File: config.mk
export PLATFORM = sky130hd
export DESIGN_NAME = ovf_int_alu
export DESIGN_NICKNAME = d
export VERILOG_FILES = /design/src/rtl/ovf_alu_pkg.sv /design/src/rtl/ovf_addsub.sv /design/src/rtl/ovf_mul_iter.sv /design/src/rtl/ovf_int_alu.sv
export SDC_FILE = /design/constraint.sdc
export NUM_CORES = 2
export LEC_CHECK = 0
export ABC_AREA = 0
export CELL_PAD_IN_SITES_DETAIL_PLACEMENT = 1
export CELL_PAD_IN_SITES_GLOBAL_PLACEMENT = 1
export CORE_ASPECT_RATIO = 1.25
export CORE_MARGIN = 10
export CORE_UTILIZATION = 45
export DETAILED_ROUTE_END_ITERATION = 16
export DONT_BUFFER_PORTS = 1
export GPL_TIMING_DRIVEN = 0
export MAX_ROUTING_LAYER = met4
export PLACE_DENSITY = 0.87
export SYNTH_ARGS = -nofsm -noshare
export SYNTH_HDL_FRONTEND = slang
export SYNTH_SLANG_ARGS = --single-unit
File: constraint.sdc
create_clock -name clk -period 32.7 [get_ports clk]
set_clock_uncertainty 0.05 [all_clocks]
set_input_delay 3.27 -clock clk [delete_from_list [all_inputs] [get_ports clk]]
set_output_delay 3.27 -clock clk [all_outputs]
set_load 0.02 [all_outputs]
File: src/rtl/ovf_alu_pkg.sv
// Package: opcode encoding and decode helpers shared by the arithmetic unit
// and its checker. Assumes a 4-bit opcode; codes 13..15 are reserved.
package ovf_alu_pkg;

    typedef enum logic [3:0] {
        OP_ADDQ  = 4'd0,  OP_ADDQV = 4'd1,  OP_ADDL  = 4'd2,  OP_ADDLV = 4'd3,
        OP_SUBQ  = 4'd4,  OP_SUBQV = 4'd5,  OP_SUBL  = 4'd6,  OP_SUBLV = 4'd7,
        OP_MULL  = 4'd8,  OP_MULLV = 4'd9,  OP_MULQ  = 4'd10, OP_MULQV = 4'd11,
        OP_MULHU = 4'd12
    } alu_op_e;

    // Multiply family: long/quad multiply and unsigned multiply-high
    function automatic logic op_is_mul(input logic [3:0] code);
        return (code >= 4'd8) && (code <= 4'd12);
    endfunction

    // Add/subtract family
    function automatic logic op_is_addsub(input logic [3:0] code);
        return !code[3];
    endfunction

    // Opcodes that may raise an overflow trap
    function automatic logic op_traps(input logic [3:0] code);
        return code[0] && (code <= 4'd11);
    endfunction

endpackage

File: src/rtl/ovf_addsub.sv
// Module: ovf_addsub
// Combinational adder/subtractor with signed overflow detection at either
// the full width or the lower half width. Assumes DATA_W is even.
// Subtraction is done as a + ~b + 1, so one sign rule covers both.
module ovf_addsub #(
    parameter int DATA_W = 64
) (
    input  logic [DATA_W-1:0] a,
    input  logic [DATA_W-1:0] b,
    input  logic              sub,
    input  logic              narrow,
    output logic [DATA_W-1:0] res,
    output logic              ovf
);
    localparam int NW = DATA_W / 2;

    logic [DATA_W-1:0] b_eff;
    logic [DATA_W-1:0] sum;
    logic              ovf_full;
    logic              ovf_half;

    // Sum of a and the (optionally inverted) second operand
    always_comb begin
        b_eff = sub ? ~b : b;
        sum   = a + b_eff + DATA_W'(sub);
    end

    // Overflow: operand signs agree and the sum sign departs from them
    always_comb begin
        ovf_full = (a[DATA_W-1] == b_eff[DATA_W-1]) && (sum[DATA_W-1] != a[DATA_W-1]);
        ovf_half = (a[NW-1] == b_eff[NW-1]) && (sum[NW-1] != a[NW-1]);
    end

    // Width selection with sign extension of the half-width result
    always_comb begin
        if (narrow) begin
            res = {{NW{sum[NW-1]}}, sum[NW-1:0]};
            ovf = ovf_half;
        end else begin
            res = sum;
            ovf = ovf_full;
        end
    end
endmodule

File: src/rtl/ovf_mul_iter.sv
// Module: ovf_mul_iter
// Iterative unsigned DATA_W x DATA_W multiplier. It accumulates the four
// half-width partial products lo*lo, lo*hi, hi*lo and hi*hi over four
// cycles into a 2*DATA_W accumulator. prod_nxt shows the final product
// while last is high. Assumes go is only acted on while idle.
module ovf_mul_iter #(
    parameter int DATA_W = 64
) (
    input  logic                  clk,
    input  logic                  rst_n,
    input  logic                  go,
    input  logic [DATA_W-1:0]     a,
    input  logic [DATA_W-1:0]     b,
    output logic                  busy,
    output logic                  last,
    output logic [2*DATA_W-1:0]   prod_nxt
);
    localparam int HW = DATA_W / 2;
    localparam int PW = 2 * DATA_W;

    logic [DATA_W-1:0] a_q, b_q;
    logic [PW-1:0]     acc;
    logic [1:0]        step;
    logic              busy_q;
    logic [HW-1:0]     pa, pb;
    logic [DATA_W-1:0] part;
    logic [PW-1:0]     part_sh;

    // Select the operand halves and the weight of the current partial
    always_comb begin
        pa   = step[1] ? a_q[DATA_W-1:HW] : a_q[HW-1:0];
        pb   = step[0] ? b_q[DATA_W-1:HW] : b_q[HW-1:0];
        part = DATA_W'(pa) * DATA_W'(pb);
        case (step)
            2'd0:    part_sh = PW'(part);
            2'd3:    part_sh = PW'(part) << DATA_W;
            default: part_sh = PW'(part) << HW;
        endcase
        prod_nxt = acc + part_sh;
    end

    // Operand capture, accumulation and step sequencing
    always_ff @(posedge clk) begin
        if (!rst_n) begin
            a_q    <= '0;
            b_q    <= '0;
            acc    <= '0;
            step   <= '0;
            busy_q <= 1'b0;
        end else if (!busy_q) begin
            if (go) begin
                a_q    <= a;
                b_q    <= b;
                acc    <= '0;
                step   <= '0;
                busy_q <= 1'b1;
            end
        end else begin
            acc  <= prod_nxt;
            step <= step + 2'd1;
            if (step == 2'd3) busy_q <= 1'b0;
        end
    end

    assign busy = busy_q;
    assign last = busy_q && (step == 2'd3);
endmodule

File: src/rtl/ovf_int_alu.sv
// Module: ovf_int_alu (top)
// Integer add/subtract/multiply unit with per-width overflow trapping.
// Add/subtract results register on the accepting edge; multiplies finish
// four edges later. A start arriving while a multiply runs is dropped.
// Assumes DATA_W is even and OVF_CODE fits in ERR_W bits.
module ovf_int_alu
    import ovf_alu_pkg::*;
#(
    parameter int               DATA_W   = 64,
    parameter int               ERR_W    = 4,
    parameter logic [ERR_W-1:0] OVF_CODE = 4'h1
) (
    input  logic              clk,
    input  logic              rst_n,
    input  logic              start,
    input  logic [3:0]        op,
    input  logic [DATA_W-1:0] src_a,
    input  logic [DATA_W-1:0] src_b,
    output logic [DATA_W-1:0] result,
    output logic              done,
    output logic              ovf_trap,
    output logic [ERR_W-1:0]  err_code
);
    localparam int HW = DATA_W / 2;
    localparam int PW = 2 * DATA_W;

    logic              mul_busy;
    logic              mul_last;
    logic [PW-1:0]     mul_prod;
    logic              accept;
    logic              mul_go;
    logic              narrow_mul;
    logic [DATA_W-1:0] mul_a, mul_b;
    logic [DATA_W-1:0] as_res;
    logic              as_ovf;
    logic [3:0]        op_q;
    logic [DATA_W-1:0] fin_res;
    logic              fin_ovf;
    logic [DATA_W-1:0] lo_prod;
    logic [DATA_W-1:0] lo_sext;

    // Request acceptance and multiplier operand preparation
    always_comb begin
        accept     = start && !mul_busy;
        mul_go     = accept && op_is_mul(op);
        narrow_mul = (op == OP_MULL) || (op == OP_MULLV);
        mul_a      = narrow_mul ? {{HW{src_a[HW-1]}}, src_a[HW-1:0]} : src_a;
        mul_b      = narrow_mul ? {{HW{src_b[HW-1]}}, src_b[HW-1:0]} : src_b;
    end

    ovf_addsub #(.DATA_W(DATA_W)) u_addsub (
        .a      (src_a),
        .b      (src_b),
        .sub    (op[2]),
        .narrow (op[1]),
        .res    (as_res),
        .ovf    (as_ovf)
    );

    ovf_mul_iter #(.DATA_W(DATA_W)) u_mul (
        .clk      (clk),
        .rst_n    (rst_n),
        .go       (mul_go),
        .a        (mul_a),
        .b        (mul_b),
        .busy     (mul_busy),
        .last     (mul_last),
        .prod_nxt (mul_prod)
    );

    // Shape the finished product according to the latched opcode
    always_comb begin
        lo_prod = mul_prod[DATA_W-1:0];
        lo_sext = {{HW{lo_prod[HW-1]}}, lo_prod[HW-1:0]};
        case (op_q)
            OP_MULL, OP_MULLV: begin
                fin_res = lo_sext;
                fin_ovf = (lo_prod != lo_sext);
            end
            OP_MULQ, OP_MULQV: begin
                fin_res = lo_prod;
                fin_ovf = |mul_prod[PW-1:DATA_W];
            end
            default: begin
                fin_res = mul_prod[PW-1:DATA_W];
                fin_ovf = 1'b0;
            end
        endcase
    end

    // Latch the multiply opcode when the multiplier is started
    always_ff @(posedge clk) begin
        if (!rst_n)      op_q <= '0;
        else if (mul_go) op_q <= op;
    end

    // Output register: result, completion strobe and trap reporting
    always_ff @(posedge clk) begin
        if (!rst_n) begin
            result   <= '0;
            done     <= 1'b0;
            ovf_trap <= 1'b0;
            err_code <= '0;
        end else begin
            done     <= 1'b0;
            ovf_trap <= 1'b0;
            err_code <= '0;
            if (mul_last) begin
                result   <= fin_res;
                done     <= 1'b1;
                ovf_trap <= fin_ovf && op_traps(op_q);
                err_code <= (fin_ovf && op_traps(op_q)) ? OVF_CODE : '0;
            end else if (accept && !op_is_mul(op)) begin
                result   <= op_is_addsub(op) ? as_res : '0;
                done     <= 1'b1;
                ovf_trap <= op_is_addsub(op) && op_traps(op) && as_ovf;
                err_code <= (op_is_addsub(op) && op_traps(op) && as_ovf) ? OVF_CODE : '0;
            end
        end
    end
endmodule

**Word-level counts from Yosys, hierarchy flattened**

Index checks and enable logic that the tools add are counted.

- Eq/ne operators: 12
- $mul: 1
- Order comparisons: 4
- Bitwise operators: 2
- $add $sub $neg: 4
- Reductions and logical operators: 23
- Muxes and demuxes: 28

Operator list:

| kind | count |
|---|---|
| $mux 64 | 7 |
| $mux 128 | 2 |
| $pmux 128 s2 | 1 |
| $add 128x128->128 | 1 |
| $pmux 64 s2 | 1 |
| $add 64x1->64 | 1 |
| $add 64x64->64 | 1 |
| $mul 32x32->64 | 1 |
| $mux 32 | 2 |
| $not 64->64 | 1 |
| $reduce_or 64->1 | 1 |
| $ne 32x32->1 | 1 |
| $eq 4x4->1 const B | 6 |
| $le 4x4->1 const B | 3 |
| $logic_and 1x1->1 | 12 |
| $mux 1 | 12 |
| $ge 4x4->1 const B | 1 |
| $mux 2 | 2 |
| $reduce_bool 2->1 | 2 |
| $reduce_or 2->1 | 2 |
| $logic_not 1->1 | 3 |
| $add 2x1->2 const B | 1 |
| $eq 1x1->1 | 2 |
| $eq 2x2->1 const B | 1 |
| 6 further kinds | 7 |

- Output and inout bits: 70
- Register bits after elaboration: 333

**Longest topological paths before layout**

- Depth after elaboration: 11
- Gate-level depth with buffers: 50
- Depth with buffers taken out: 44

**Cells and area by module**

From an unflattened synthesis, not the netlist that was laid out.

- Cells, all modules: 7644
- Area, all modules: 61220.0 µm²

By module, submodules not included:

| module | area an instance (µm²) | cells each | times used |
|---|---|---|---|
| ovf_mul_iter | 51909.8 | 6274 | 1 |
| ovf_addsub | 4842.1 | 730 | 1 |
| ovf_int_alu | 4468.0 | 640 | 1 |

**Least setup slack after synthesis**

Ideal clock, no wire load.

- Kind: reg-to-reg
- From: register u_mul.step[1]
- To: register ovf_trap
- Clock period less this slack: 12742 ps
- Path buffers: 4
- Cell stages (with the launch flop): 46
- Path slack: 19958 ps
- Arrival: 12571 ps
- Data required time: 32529 ps
- Path through: dfxtp_1 -> clkbuf_1 -> clkbuf_1 -> buf_1 -> mux2i_1 -> clkbuf_1 -> nor2_1 -> fa_1 -> inv_1 -> fa_1 -> fa_1 -> fa_1 -> inv_1 -> fa_1 -> inv_1 -> fa_1 -> inv_1 -> fa_1 -> [... 10 more ...] -> a221o_1 -> a31o_2 -> xor2_1 -> a22o_1 -> ha_1 -> nand2_1 -> or3_1 -> or3_1 -> a21oi_1 -> o21ai_0 -> nand3_1 -> xor2_1 -> or4_1 -> or4b_2 -> o21a_1 -> nand4b_1 -> a31oi_1 -> nor2_1

- Cells in the longest elaborated chain, start to end: 8
- Elaborated cells on any way between the ends: 12
- Those cells by class: add/sub (1); mul (1); eq/ne (2); mux (4); reduce/logical (4)

Ends and longest elaborated chain:

| item | RTL line | text |
|---|---|---|
| start, declared | ovf_mul_iter.sv:23 | `logic [1:0] step;` |
| start signal, assigned | ovf_mul_iter.sv:60 | `step <= step + 2'd1;` |
| $mux 32 | ovf_mul_iter.sv:31 | `pa = step[1] ? a_q[DATA_W-1:HW] : a_q[HW-1:0];` |
| $mul 32x32->64 | ovf_mul_iter.sv:33 | `part = DATA_W'(pa) * DATA_W'(pb);` |
| $pmux 128 s2 | ovf_mul_iter.sv:34 | `case (step)` |
| $add 128x128->128 | ovf_mul_iter.sv:39 | `prod_nxt = acc + part_sh;` |
| $reduce_or 64->1 / $ne 32x32->1 (equally long branches) | ovf_int_alu.sv:82, ovf_int_alu.sv:78 |  |
| $pmux 1 s2 | ovf_int_alu.sv:75 | `case (op_q)` |
| $logic_and 1x1->1 | ovf_int_alu.sv:111 | `ovf_trap <= fin_ovf && op_traps(op_q);` |
| $mux 1 (*) | ovf_int_alu.sv:108 | `if (mul_last) begin` |
| end signal, assigned | ovf_int_alu.sv:111 |  |
| end signal, assigned | ovf_int_alu.sv:116 | `ovf_trap <= op_is_addsub(op) && op_traps(op) && as_ovf;` |
| end, declared | ovf_int_alu.sv:21 | `output logic ovf_trap,` |

Mark *: on every way between the ends. The rest lies on a longest branch, timed or not.
A chain may end at the register's enable or synchronous reset.

**Worst setup path in the final report**

Same ends and word-level chain as after synthesis.

==> metrics.md <==
| Metric | Value |
|---|---|
| Status | `complete, but fails checks` |
| Core area | `~140000 um2` |
| Unrepaired setup endpoints after global routing | `false` |
| Die X-Extent | `around 350 um` |
| WHS Endpoint | `u_mul.b_q[25]` |
| DRC violations left | `0` |
| Post-DP HPWL | `~320000 um` |
| Clock latency on the worst-skew pair | `0.66 ns` |
| Failing checks | `max-capacitance violations, max-slew violations` |
| ANT nets after route | `0` |
| Synth Flop Type | `dfxtp_1` |
| Gr usage total | `between 40% and 50%` |
| Initial DRC count | `about 6500` |
| Number of global-route vias before repair | `roughly 66000` |
| Most Frequent Cell on Critical Path | `fa_1` |
| Nets | `approximately 9400` |
| Most numerous cell in the Yosys netlist | `nor2_1` |
| HP Class | `register to register` |
| Setup-failing EPs final | `0` |
| Clock slew at reported path FFs | `roughly 0.07 ns` |
| Final min period | `approximately 19 ns` |
| Mean Syn Cell Area | `approximately 8 um2` |
| Die Area | `between 150000 and 200000 um2` |
| Hold slack | `0.4166 ns` |
| Hold wc startpoint | `u_mul.b_q[25]` |
| Chip height | `between 400 and 500 um` |
| Wire per inst | `37.57 um` |
| Crit start category | `register` |
| Count of pins over their slew limit | `39` |
| Sequential fraction of the synthesis area | `between 10% and 20%` |
| Post-synth top area share | `29.16%` |
| Max Fclk | `around 52 MHz` |
| Clock Sinks | `between 300 and 400` |
| Slew headroom | `-15.37%` |
| CTS buffer count | `around 40` |
| Period utilisation layout | `58.32%` |
| Placer Congestion | `1.127` |
| Worst setup margin | `~14 ns` |
| Worst endpoint required time | `between 30 and 40 ns` |
| Mapped Area | `between 60000 and 70000 um2` |
| Critical path class | `register to register` |
| Synth Warn # | `0` |
| Cells after Synth | `about 8000` |
| Slowest cell delay on critical path | `~1.2 ns` |
| Final non-filler cell total | `9700` |
| FP Rows | `about 150` |
| Filler cells | `16780` |
| Vias per cell | `6.591` |
| Final Cell Area | `approximately 66000 um2` |
| Most frequent cells after synthesis | `1003 x nor2_1, 934 x nand2_1, 918 x inv_1` |
| Seq cells post-synth | `between 300 and 400` |
| Root Driver | `clkbuf_16` |
| Arr. time, crit path | `between 15 and 20 ns` |
| R2R cell count | `between 40 and 50` |
| CTS Hold Buffers Added | `0` |
| Worst setup EP type | `register` |
| CTS H-tree lvls | `2` |
| Dpl cells | `around 9600` |
| Hold path cells | `2` |
| Synthesis-to-finish area growth | `6.744%` |
| Slew @ Worst Pin | `between 1.5 and 2 ns` |
| R2R Path Start | `u_mul.step[1]` |
| Largest cells by area after synthesis | `fa_1 29%, dfxtp_1 11%, ha_1 9.4%, nor2_1 6.1%, nand2_1 5.7%` |
| DR pass1 iterations | `5` |
| Critical path fanouts, max | `10` |
| Netlist cell types | `102` |
| Cells resized by post-CTS repair | `0` |
| Setup repair bufs after CTS | `0` |
| Leakage | `around 30 nW` |
| Flop-to-flop setup slack | `13.63 ns` |
| Final hold vios | `0` |
| Worst slack at placement | `14.39 ns` |
| Max Cap Violations | `10` |
| Post-Route WL | `364500 um` |
| Global-route wire length before repair | `roughly 500000 um` |
| Setup TNS | `0 ns` |
| Total power divided by cell area | `approximately 23 nW/um2` |
| Clock Path Buffers | `3` |
| GR Overflow Total | `0` |
| Largest net degree at the start of global routing | `13` |
| Via count | `approximately 64000` |
| Yosys top cell by area | `fa_1` |
| CTS tree | `built` |
| Number of port buffers | `0` |
| Reg2reg end | `ovf_trap` |
| Initial antenna violation count | `35` |
| I/O pin cnt | `205` |
| Post-synth ARST share | `0%` |
| Crit path max-delay cell type | `xnor2_1` |
| Fraction of layout cells with a size suffix above 1 | `under 10%` |
| Initial core utilization | `between 40 and 50%` |
| Area after DPL | `roughly 64000 um2` |
| Peak VDD IR | `approximately 0.000038 V` |
| Number of synthesized flops with an enable pin | `0` |
-- sequential cells by signal (all words and copies together), names as in the netlist --
signal	flops
done	1
op_q	4
ovf_trap	1
result	64
u_mul.a_q	64
u_mul.acc	128
u_mul.b_q	64
u_mul.busy	1
u_mul.step	2
-- kinds of logic after synthesis --
kind of cell	count (synthesis)	share of synthesized area, %
adders and majority gates	1359	38.51
and+or+nand+nor	2755	19.84
other	1	0.006082
buffers and inverters	1371	8.404
DFF	329	10.68
muxes	143	2.458
xor gates and xnor gates	271	3.850
AOI/OAI and AO/OA	1566	16.25
-- placed cells by master (no fill, tap or decap), types with 134 or more instances in the layout --
| cell | Yosys | final |
|---|---|---|
| o21ai_0 | 261 | 261 |
| clkbuf_1 | 401 | 406 |
| fa_1 | 898 | 898 |
| xor2_1 | 138 | 134 |
| a21o_1 | 140 | 140 |
| nor3_1 | 178 | 178 |
| a21oi_1 | 568 | 568 |
| inv_1 | 918 | 918 |
| ha_1 | 461 | 461 |
| nor2_1 | 1003 | 1003 |
| nand2_1 | 934 | 934 |
| dfxtp_1 | 329 | 329 |
-- critical path: cells and delay by family, from the launching register on --
kind / cells / cell delay, ns
flip-flops: 1 / 0.35
AND/OR/NAND/NOR: 13 / 3.82
multiplexers: 1 / 1.02
AO/OA/AOI/OAI: 10 / 4.33
buffers and inverters: 6 / 2.91
XOR/XNOR: 2 / 2.08
adder cells (fa/ha/maj): 10 / 4.35
-- final cells by class --
| type | count | area (um2) | share of cell area [%] |
|---|---|---|---|
| Multi-Input combinational cell | 6097 | 50080 | 76.10 |
| Sequential cell | 329 | 6586 | 10.01 |
| Inverter | 919 | 3450 | 5.242 |
| Tap cell | 1759 | 2201 | 3.344 |
| Buffer | 452 | 1732 | 2.631 |
| Clock buffer | 54 | 1155 | 1.755 |
| Clock inverter | 20 | 290.3 | 0.4411 |
| Timing Repair Buffer | 16 | 181.4 | 0.2757 |
| Antenna cell | 54 | 135.1 | 0.2053 |
-- per-stage QoR --
| step | total power [W] | utilization [%] |
|---|---|---|
| 2_1_floorplan | 0.0007368 | - |
| 3_3_place_gp | 0.0009802 | 47.01 |
| 3_5_place_dp | 0.0009932 | 47.24 |
| 4_1_cts | 0.001505 | 48.30 |
| 5_1_grt | 0.001555 | 48.41 |
| 6_report | 0.001542 | 48.45 |
-- power breakdown --
part	switching [W]	internal [W]	leakage (nW)	total (W)
combinational	0.000419	0.000148	26.2	0.000567
sequential	0.0000364	0.000417	2.67	0.000454
clock	0.000230	0.000292	0.698	0.000522
total	0.000685	0.000858	29.6	0.00154
-- metal layers --
layer	routed length [um]	GRT usage (%)	up-vias
met5	0	-	-
met4	42330	44.07	0
met3	39560	14.60	1499
met2	158800	72.27	3882
met1	123800	50.77	32570
li1	-	-	25980
-- worst max path at each step --
stage,startpoint,end,slack (ns),cells after the start
after detailed placement,u_mul.step[1],ovf_trap,14.39,43
final,u_mul.step[1],ovf_trap,13.63,42
after global routing,u_mul.step[1],ovf_trap,13.63,48
after CTS,u_mul.step[1],ovf_trap,14.32,43
after global placement,u_mul.step[1],ovf_trap,13.83,43
after floorplan,u_mul.step[1],ovf_trap,19.96,45
Power figures use the tool's default switching activity.
